### src/rtl/ntk_pkg.sv
package ntk_pkg;
    localparam int DATA_W = 32;
    localparam int ADDR_W = 3;

    localparam logic [ADDR_W-1:0] ADR_FRAC = 3'd0;
    localparam logic [ADDR_W-1:0] ADR_NSLO = 3'd1;
    localparam logic [ADDR_W-1:0] ADR_NSHI = 3'd2;
    localparam logic [ADDR_W-1:0] ADR_TRIM = 3'd3;
    localparam logic [ADDR_W-1:0] ADR_CTRL = 3'd4;
endpackage

### src/rtl/ntk_frac_step.sv
module ntk_frac_step
    import ntk_pkg::*;
#(
    parameter int NS_W    = 40,
    parameter int STEP_NS = 8
) (
    input  logic [DATA_W-1:0] frac_q,
    input  logic              trim_neg,
    input  logic [DATA_W-2:0] trim_mag,
    output logic [DATA_W-1:0] frac_d,
    output logic [NS_W-1:0]   step_ns
);
    logic [DATA_W:0] wide;

    always_comb begin
        if (trim_neg)
            wide = {1'b0, frac_q} - {2'b00, trim_mag};
        else
            wide = {1'b0, frac_q} + {2'b00, trim_mag};
        frac_d = wide[DATA_W-1:0];
        // top bit is a carry when adding, a borrow when subtracting
        if (trim_neg)
            step_ns = NS_W'(STEP_NS) - NS_W'(wide[DATA_W]);
        else
            step_ns = NS_W'(STEP_NS) + NS_W'(wide[DATA_W]);
    end
endmodule

### src/rtl/ntk_regbank.sv
module ntk_regbank
    import ntk_pkg::*;
#(
    parameter int NS_W = 40
) (
    input  logic              clk,
    input  logic              rst_n,
    input  logic              bus_wr,
    input  logic              bus_rd,
    input  logic [ADDR_W-1:0] bus_addr,
    input  logic [DATA_W-1:0] bus_wdata,
    output logic [DATA_W-1:0] bus_rdata,
    output logic              bus_rvalid,
    input  logic [NS_W-1:0]   live_ns,
    input  logic [DATA_W-1:0] live_frac,
    output logic              trim_neg,
    output logic [DATA_W-2:0] trim_mag,
    output logic              halt,
    output logic              load_en,
    output logic [NS_W-1:0]   load_ns,
    output logic [DATA_W-1:0] load_frac
);
    localparam int HI_W = NS_W - DATA_W;

    typedef struct packed {
        logic [NS_W-1:0]   snap_ns;
        logic [DATA_W-1:0] stage_frac;
        logic [DATA_W-1:0] stage_lo;
        logic              trim_neg;
        logic [DATA_W-2:0] trim_mag;
        logic              halt;
        logic [DATA_W-1:0] rdata;
        logic              rvalid;
    } bank_t;

    bank_t r_d, r_q;

    always_comb begin
        r_d        = r_q;
        r_d.rvalid = bus_rd;
        r_d.rdata  = '0;
        if (bus_rd) begin
            case (bus_addr)
                ADR_FRAC: begin
                    r_d.rdata   = live_frac;
                    r_d.snap_ns = live_ns;
                end
                ADR_NSLO: r_d.rdata = r_q.snap_ns[DATA_W-1:0];
                ADR_NSHI: r_d.rdata = DATA_W'(r_q.snap_ns[NS_W-1:DATA_W]);
                ADR_TRIM: r_d.rdata = {r_q.trim_neg, r_q.trim_mag};
                ADR_CTRL: r_d.rdata = {r_q.halt, {(DATA_W-1){1'b0}}};
                default:  r_d.rdata = '0;
            endcase
        end
        if (bus_wr) begin
            case (bus_addr)
                ADR_FRAC: r_d.stage_frac = bus_wdata;
                ADR_NSLO: r_d.stage_lo   = bus_wdata;
                ADR_TRIM: begin
                    r_d.trim_neg = bus_wdata[DATA_W-1];
                    r_d.trim_mag = bus_wdata[DATA_W-2:0];
                end
                ADR_CTRL: r_d.halt = bus_wdata[DATA_W-1];
                default: ;
            endcase
        end
    end

    always_ff @(posedge clk) begin
        if (!rst_n) begin
            r_q      <= '0;
            r_q.halt <= 1'b1;
        end else begin
            r_q <= r_d;
        end
    end

    assign bus_rdata  = r_q.rdata;
    assign bus_rvalid = r_q.rvalid;
    assign trim_neg   = r_q.trim_neg;
    assign trim_mag   = r_q.trim_mag;
    assign halt       = r_q.halt;
    assign load_en    = bus_wr && (bus_addr == ADR_NSHI);
    assign load_ns    = {bus_wdata[HI_W-1:0], r_q.stage_lo};
    assign load_frac  = r_q.stage_frac;

    // valid flag follows the read strobe by one clock
    a_r7_rvalid_follows: assert property (@(posedge clk) disable iff (!rst_n)
        bus_rd |=> bus_rvalid);
    a_r7_no_spurious_valid: assert property (@(posedge clk) disable iff (!rst_n)
        !bus_rd |=> !bus_rvalid);
    // reserved upper bits of the high word read zero
    a_r7_hi_upper_zero: assert property (@(posedge clk) disable iff (!rst_n)
        (bus_rd && bus_addr == ADR_NSHI) |=> (bus_rdata[DATA_W-1:HI_W] == '0));
    // snapshot moves only on a fraction read
    a_r8_snap_hold: assert property (@(posedge clk) disable iff (!rst_n)
        !(bus_rd && bus_addr == ADR_FRAC) |=> $stable(r_q.snap_ns));
    // control read shows only the halt bit
    a_r2_ctrl_clean: assert property (@(posedge clk) disable iff (!rst_n)
        (bus_rd && bus_addr == ADR_CTRL) |=> (bus_rdata[DATA_W-2:0] == '0));
endmodule

### src/rtl/ns_time_counter.sv
module ns_time_counter
    import ntk_pkg::*;
#(
    parameter int NS_W    = 40,
    parameter int STEP_NS = 8
) (
    input  logic              clk,
    input  logic              rst_n,
    input  logic              bus_wr,
    input  logic              bus_rd,
    input  logic [ADDR_W-1:0] bus_addr,
    input  logic [DATA_W-1:0] bus_wdata,
    output logic [DATA_W-1:0] bus_rdata,
    output logic              bus_rvalid
);
    typedef struct packed {
        logic [NS_W-1:0]   ns;
        logic [DATA_W-1:0] frac;
    } tod_t;

    tod_t t_d, t_q;

    logic              trim_neg;
    logic [DATA_W-2:0] trim_mag;
    logic              halt;
    logic              load_en;
    logic [NS_W-1:0]   load_ns;
    logic [DATA_W-1:0] load_frac;
    logic [DATA_W-1:0] frac_next;
    logic [NS_W-1:0]   step_ns;

    ntk_regbank #(.NS_W(NS_W)) u_bank (
        .clk        (clk),
        .rst_n      (rst_n),
        .bus_wr     (bus_wr),
        .bus_rd     (bus_rd),
        .bus_addr   (bus_addr),
        .bus_wdata  (bus_wdata),
        .bus_rdata  (bus_rdata),
        .bus_rvalid (bus_rvalid),
        .live_ns    (t_q.ns),
        .live_frac  (t_q.frac),
        .trim_neg   (trim_neg),
        .trim_mag   (trim_mag),
        .halt       (halt),
        .load_en    (load_en),
        .load_ns    (load_ns),
        .load_frac  (load_frac)
    );

    ntk_frac_step #(.NS_W(NS_W), .STEP_NS(STEP_NS)) u_step (
        .frac_q   (t_q.frac),
        .trim_neg (trim_neg),
        .trim_mag (trim_mag),
        .frac_d   (frac_next),
        .step_ns  (step_ns)
    );

    always_comb begin
        t_d = t_q;
        if (load_en) begin
            t_d.ns   = load_ns;
            t_d.frac = load_frac;
        end else if (!halt) begin
            t_d.ns   = t_q.ns + step_ns;
            t_d.frac = frac_next;
        end
    end

    always_ff @(posedge clk) begin
        if (!rst_n) t_q <= '0;
        else        t_q <= t_d;
    end

    // halted time holds still
    a_r2_halt_hold: assert property (@(posedge clk) disable iff (!rst_n)
        (halt && !load_en) |=> ($stable(t_q.ns) && $stable(t_q.frac)));
    // untrimmed step is exactly the base step
    a_r3_base_step: assert property (@(posedge clk) disable iff (!rst_n)
        (!halt && !load_en && trim_mag == '0) |=>
        ((t_q.ns - $past(t_q.ns)) == NS_W'(STEP_NS) && $stable(t_q.frac)));
    // positive trim never shortens a step
    a_r4_pos_step: assert property (@(posedge clk) disable iff (!rst_n)
        (!halt && !load_en && !trim_neg) |=>
        ((t_q.ns - $past(t_q.ns)) == NS_W'(STEP_NS) ||
         (t_q.ns - $past(t_q.ns)) == NS_W'(STEP_NS + 1)));
    // negative trim never lengthens a step
    a_r5_neg_step: assert property (@(posedge clk) disable iff (!rst_n)
        (!halt && !load_en && trim_neg) |=>
        ((t_q.ns - $past(t_q.ns)) == NS_W'(STEP_NS) ||
         (t_q.ns - $past(t_q.ns)) == NS_W'(STEP_NS - 1)));
    // a high-word write loads all fields in one clock
    a_r9_commit: assert property (@(posedge clk) disable iff (!rst_n)
        load_en |=> (t_q.ns == $past(load_ns) && t_q.frac == $past(load_frac)));
endmodule

### config.mk
export PLATFORM = sky130hd
export DESIGN_NAME = ns_time_counter
export DESIGN_NICKNAME = d
export VERILOG_FILES = /design/src/rtl/ntk_pkg.sv /design/src/rtl/ntk_frac_step.sv /design/src/rtl/ntk_regbank.sv /design/src/rtl/ns_time_counter.sv
export SDC_FILE = /design/constraint.sdc
export NUM_CORES = 1
export LEC_CHECK = 0
export CAP_MARGIN = 20
export CELL_PAD_IN_SITES_DETAIL_PLACEMENT = 1
export CELL_PAD_IN_SITES_GLOBAL_PLACEMENT = 1
export CORE_ASPECT_RATIO = 1.75
export CORE_MARGIN = 4
export CORE_UTILIZATION = 35
export DETAILED_ROUTE_END_ITERATION = 10
export DONT_BUFFER_PORTS = 1
export PLACE_DENSITY = 0.7
export SYNTH_ARGS = -nofsm -noshare
export SYNTH_HDL_FRONTEND = slang
export SYNTH_SLANG_ARGS = --single-unit
### constraint.sdc
create_clock -name clk -period 9.15 [get_ports clk]
set_clock_uncertainty 0.2 [all_clocks]
set_input_delay 1.83 -clock clk [delete_from_list [all_inputs] [get_ports clk]]
set_output_delay 1.83 -clock clk [all_outputs]
set_load 0.02 [all_outputs]
==> Flow_metrics.wiki <==
{| class="wikitable"
! Metric !! Value
|-
| Portion of the post-synthesis area used by sequential elements || about two fifths
|-
| Period utilisation layout || between 60% and 70%
|-
| Syn nets || 1704
|-
| Post-synthesis instance area || about 12000 µm²
|-
| Die outline area || a little under 40000 µm²
|-
| Final core area utilization || between 30 and 40%
|-
| Result of the run || finished clean
|-
| Cell area power density || 193 nW/µm²
|-
| Total internal power || about 1.8 mW
|-
| Fraction of final layout cells sized beyond drive strength 1 || 4.96%
|-
| GRT Resource Usage Total || ~22%
|-
| TNS Setup || 0 ns
|-
| Worst hold slack || 0.250 ns
|-
| Number of search-and-repair iterations in the first detailed-routing pass || 4
|-
| Clk Latency, worst-skew pair || roughly 0.55 ns
|-
| First-pass GRT wire length || 67.9 mm
|-
| CTS buffer count || 24
|-
| Global placement routability congestion || 0.926
|-
| Type of the worst min-delay path || reg -> reg
|-
| Total DRC errors in the routed layout || 0
|-
| Total of hold buffers inserted after clock tree synthesis || 0
|-
| Stages on the worst setup path || 25
|-
| Min Clock Period, post-route || 6.23 ns
|-
| Warnings, synthesis || 0
|-
| Post-CTS clock slew at the launch and capture registers of the worst setup and hold paths || ~0.07 ns
|-
| Count of cells along the worst register-to-register path || 25
|-
| Gates resized, CTS repair || 0
|-
| Clock group share of total power || between 40% and 50%
|-
| Drt initial violations || 647
|-
| Required arrival time at the worst endpoint || between 9 and 10 ns
|-
| WL per Instance || 21.5 µm
|-
| Cell depth of the worst hold path || 2
|-
| Post-synthesis register bit count || 242
|-
| Max-cap violations || 0
|-
| DP Wirelength || approximately 30 mm
|-
| Die X-Extent || between 150 and 200 µm
|-
| Port Buffer Count || 0
|-
| Final count of negative-setup-slack endpoints || 0
|-
| Antenna diode count || 0
|-
| Sort of element at the start of the critical path || register
|-
| I/O pin total || 72
|-
| Number of routed nets with antenna violations || 0
|-
| Final Power || ~2.6 mW
|-
| CTS H-Tree Depth || 1
|-
| Static leakage power || around 4.7 nW
|-
| Post-route standard cell area excluding fillers || 13300 µm²
|-
| Clock tree from TritonCTS || yes
|-
| Cell count after synthesis || about 1600
|-
| EDFF count, synth || 0
|-
| Average cell area after synthesis || around 7.6 µm²
|-
| Kind of end point of the critical path || register
|-
| Highest ir drop seen on vdd || around 110 µV
|-
| Clock root cell || sky130_fd_sc_hd__clkbuf_16
|-
| Kind of cell adding the most delay to the critical path || compound AO/OA/AOI/OAI gates
|-
| Post-DP Area || between 10000 and 15000 µm²
|-
| Die Y-Extent || roughly 260 µm
|-
| Rel. slew slack || around 33%
|-
| Pin count of the biggest net entering global routing || between 80 and 90
|-
| # placed instances || ~2000
|-
| Timing-limited maximum frequency || between 0.15 and 0.2 GHz
|-
| Proportion of power drawn by flip-flops and latches || 42.9%
|-
| Combined flip-flop and latch cell area || just under 5000 µm²
|-
| Final routed wirelength across all metal layers || ~43 mm
|-
| Asr flop ratio synth || 0%
|-
| Leftover overflow at the end of global routing || 0
|-
| Cell at the slowest stage of the critical path || sky130_fd_sc_hd__o211ai_1
|-
| CTS Sinks || roughly 240
|-
| Vias per Instance || about 5.6
|-
| Total via count after detailed routing || approximately 11000
|-
| Library cell appearing most often on the critical path || sky130_fd_sc_hd__a21oi_1
|-
| Commonest register cell after synthesis || sky130_fd_sc_hd__dfxtp_1
|-
| Final net count || 1610
|-
| Maximum fanout count along the critical path || 8
|-
| Count of placed standard cells in the final layout, fillers left out || just over 2000
|-
| Sw Ratio || 28.6%
|-
| Initial core utilization || a little over a third
|-
| Pin slew with the least headroom to its limit || approximately 1.0 ns
|-
| Buffers plus inverters on the worst setup path || 1
|-
| Pre-CTS worst setup slack || 2.92 ns
|-
| Setup CP Type || reg -> reg
|-
| Critical path arrival || 6.40 ns
|-
| Worst setup slack after layout || about 2.9 ns
|-
| Clk buf depth || 3
|-
| NetSw || approximately 0.74 mW
|-
| Total core area || between 30000 and 40000 µm²
|-
| Final hold violation count || 0
|-
| Max Slew Vio Count || 0
|-
| Setup repair after global routing missed its margin || no
|-
| Vias in the first global route || about 12000
|-
| Distinct cells, synth || 67
|-
| Area occupied by multi-input gates || just under 7000 µm²
|-
| Number of buffers inserted to repair setup after CTS || 0
|-
| Combinational share of power || around 17%
|-
| Delay of the slowest critical-path stage || roughly 0.72 ns
|-
| Layout-stage area growth over the synthesis result || 7.57%
|-
| Antenna violations before repair || 1
|-
| Count of standard-cell rows || 90
|-
| Fill cell total of the finished layout || ~4300
|}
==> cells in the mapped netlist, types with 17 or more instances <==
| cell type | number | area (µm²) |
|---|---|---|
| sky130_fd_sc_hd__nor3_1 | 19 | 95.1 |
| sky130_fd_sc_hd__dfxtp_1 | 242 | 4840 |
| sky130_fd_sc_hd__a31oi_1 | 22 | 138 |
| sky130_fd_sc_hd__a21o_1 | 19 | 143 |
| sky130_fd_sc_hd__clkbuf_1 | 90 | 338 |
| sky130_fd_sc_hd__nand2_1 | 337 | 1260 |
| sky130_fd_sc_hd__nor2_1 | 138 | 518 |
| sky130_fd_sc_hd__a21oi_1 | 258 | 1290 |
| sky130_fd_sc_hd__o31ai_1 | 17 | 128 |
| sky130_fd_sc_hd__mux2i_1 | 40 | 400 |
| sky130_fd_sc_hd__xnor2_1 | 63 | 552 |
| sky130_fd_sc_hd__o211ai_1 | 21 | 158 |
| sky130_fd_sc_hd__buf_4 | 33 | 248 |
| sky130_fd_sc_hd__o21ai_1 | 18 | 90.1 |
| sky130_fd_sc_hd__ha_1 | 36 | 450 |
| sky130_fd_sc_hd__inv_1 | 28 | 105 |
| sky130_fd_sc_hd__nand3_1 | 23 | 115 |
| sky130_fd_sc_hd__o21ai_0 | 61 | 305 |
==> worst register-to-register path: stages (launching register included) <==
cell	delay (ns)
sky130_fd_sc_hd__dfxtp_1	0.37
sky130_fd_sc_hd__nor3_1	0.35
sky130_fd_sc_hd__nand2_1	0.16
sky130_fd_sc_hd__nor4_1	0.45
sky130_fd_sc_hd__nand2_1	0.11
sky130_fd_sc_hd__nor2_1	0.16
sky130_fd_sc_hd__and2_1	0.31
sky130_fd_sc_hd__inv_1	0.08
sky130_fd_sc_hd__nor2_1	0.32
sky130_fd_sc_hd__a21oi_1	0.14
sky130_fd_sc_hd__xnor2_1	0.15
sky130_fd_sc_hd__ha_1	0.35
sky130_fd_sc_hd__a21oi_1	0.15
sky130_fd_sc_hd__o21ai_1	0.07
sky130_fd_sc_hd__a21oi_1	0.23
sky130_fd_sc_hd__o21ai_0	0.12
sky130_fd_sc_hd__a21oi_1	0.22
sky130_fd_sc_hd__o21ai_0	0.15
sky130_fd_sc_hd__xnor2_1	0.17
sky130_fd_sc_hd__ha_1	0.23
sky130_fd_sc_hd__ha_1	0.23
sky130_fd_sc_hd__a21o_1	0.21
sky130_fd_sc_hd__o211ai_1	0.72
sky130_fd_sc_hd__nor3_1	0.14
sky130_fd_sc_hd__xnor2_1	0.18
sky130_fd_sc_hd__a21oi_1	0.09
==> flip-flops by register name (all words and copies together) (netlist names) <==
| register | count |
|---|---|
| u_bank.trim_neg | 1 |
| u_bank.r_q | 40 |
| u_bank.bus_rdata | 32 |
| u_bank.bus_rvalid | 1 |
| t_q | 72 |
| u_bank.halt | 1 |
| u_bank.trim_mag | 31 |
| u_bank.load_frac | 32 |
| u_bank.load_ns | 32 |
==> per-layer routing <==
metal | routed length (µm) | global-route usage (%) | up-vias | share of wire [%]
met2 | 22200 | 40.2 | 230 | 51
met1 | 16700 | 25.5 | 5486 | 39
met4 | 2320 | 11.3 | 0 | 5.4
met5 | 0 | 0 | - | 0
li1 | - | - | 5376 | -
met3 | 1890 | 3.06 | 96 | 4.4
==> final timing paths <==
| path | startpoint | end | slack [ns] |
|---|---|---|---|
| max | u_bank.trim_mag[6]$_SDFFE_PN0P_ | t_q[62]$_SDFFE_PN0P_ | 2.92 |
| max reg2reg | u_bank.trim_mag[6]$_SDFFE_PN0P_ | t_q[62]$_SDFFE_PN0P_ | 2.92 |
| min | u_bank.load_ns[29]$_SDFFE_PN0P_ | u_bank.load_ns[29]$_SDFFE_PN0P_ | 0.25 |
| min reg2reg | u_bank.load_ns[29]$_SDFFE_PN0P_ | u_bank.load_ns[29]$_SDFFE_PN0P_ | 0.25 |
==> power by group through the flow <==
stage / sequential (mW) / combinational [mW] / clock (mW)
after CTS: 1.10 / 0.438 / 1.06
after global placement: 1.13 / 0.425 / 0
after floorplan: 1.12 / 0.342 / 0
after global routing: 1.11 / 0.486 / 1.11
after detailed placement: 1.13 / 0.434 / 0
final: 1.10 / 0.437 / 1.03
==> cell usage in the layout (no fill, tap or decap), drive strengths merged, types with 19 or more instances in the layout <==
| cell type | count |
|---|---|
| a21o | 19 |
| a21oi | 260 |
| a31oi | 22 |
| clkbuf | 34 |
| dfxtp | 242 |
| ha | 36 |
| inv | 31 |
| mux2i | 40 |
| nand2 | 337 |
| nand3 | 23 |
| nor2 | 138 |
| nor3 | 19 |
| o211ai | 21 |
| o21ai | 80 |
| xnor2 | 63 |
==> logic make-up (layout without fill, tap and decap cells) <==
| kind of cell | after synthesis | after routing | synth area share [%] |
|---|---|---|---|
| AND/OR/NAND/NOR | 602 | 602 | 20.8 |
| AO/OA/AOI/OAI | 461 | 461 | 21.4 |
| flip-flops | 242 | 242 | 39.1 |
| buffers and inverters | 167 | 91 | 6.09 |
| XOR/XNOR | 79 | 79 | 5.58 |
| multiplexers | 40 | 40 | 3.23 |
| adder cells (fa/ha/maj) | 37 | 37 | 3.80 |
==> final cells by class <==
| cell class | instances | area share [%] |
|---|---|---|
| multi-input cells | 1219 | 51.2 |
| flip-flops and latches | 242 | 36.3 |
| clock buffers | 34 | 5.47 |
| well taps | 460 | 4.32 |
| repair buffers | 15 | 0.995 |
| inverters | 32 | 0.920 |
| clock inverters | 10 | 0.713 |
(Power assumes the default switching activity.)
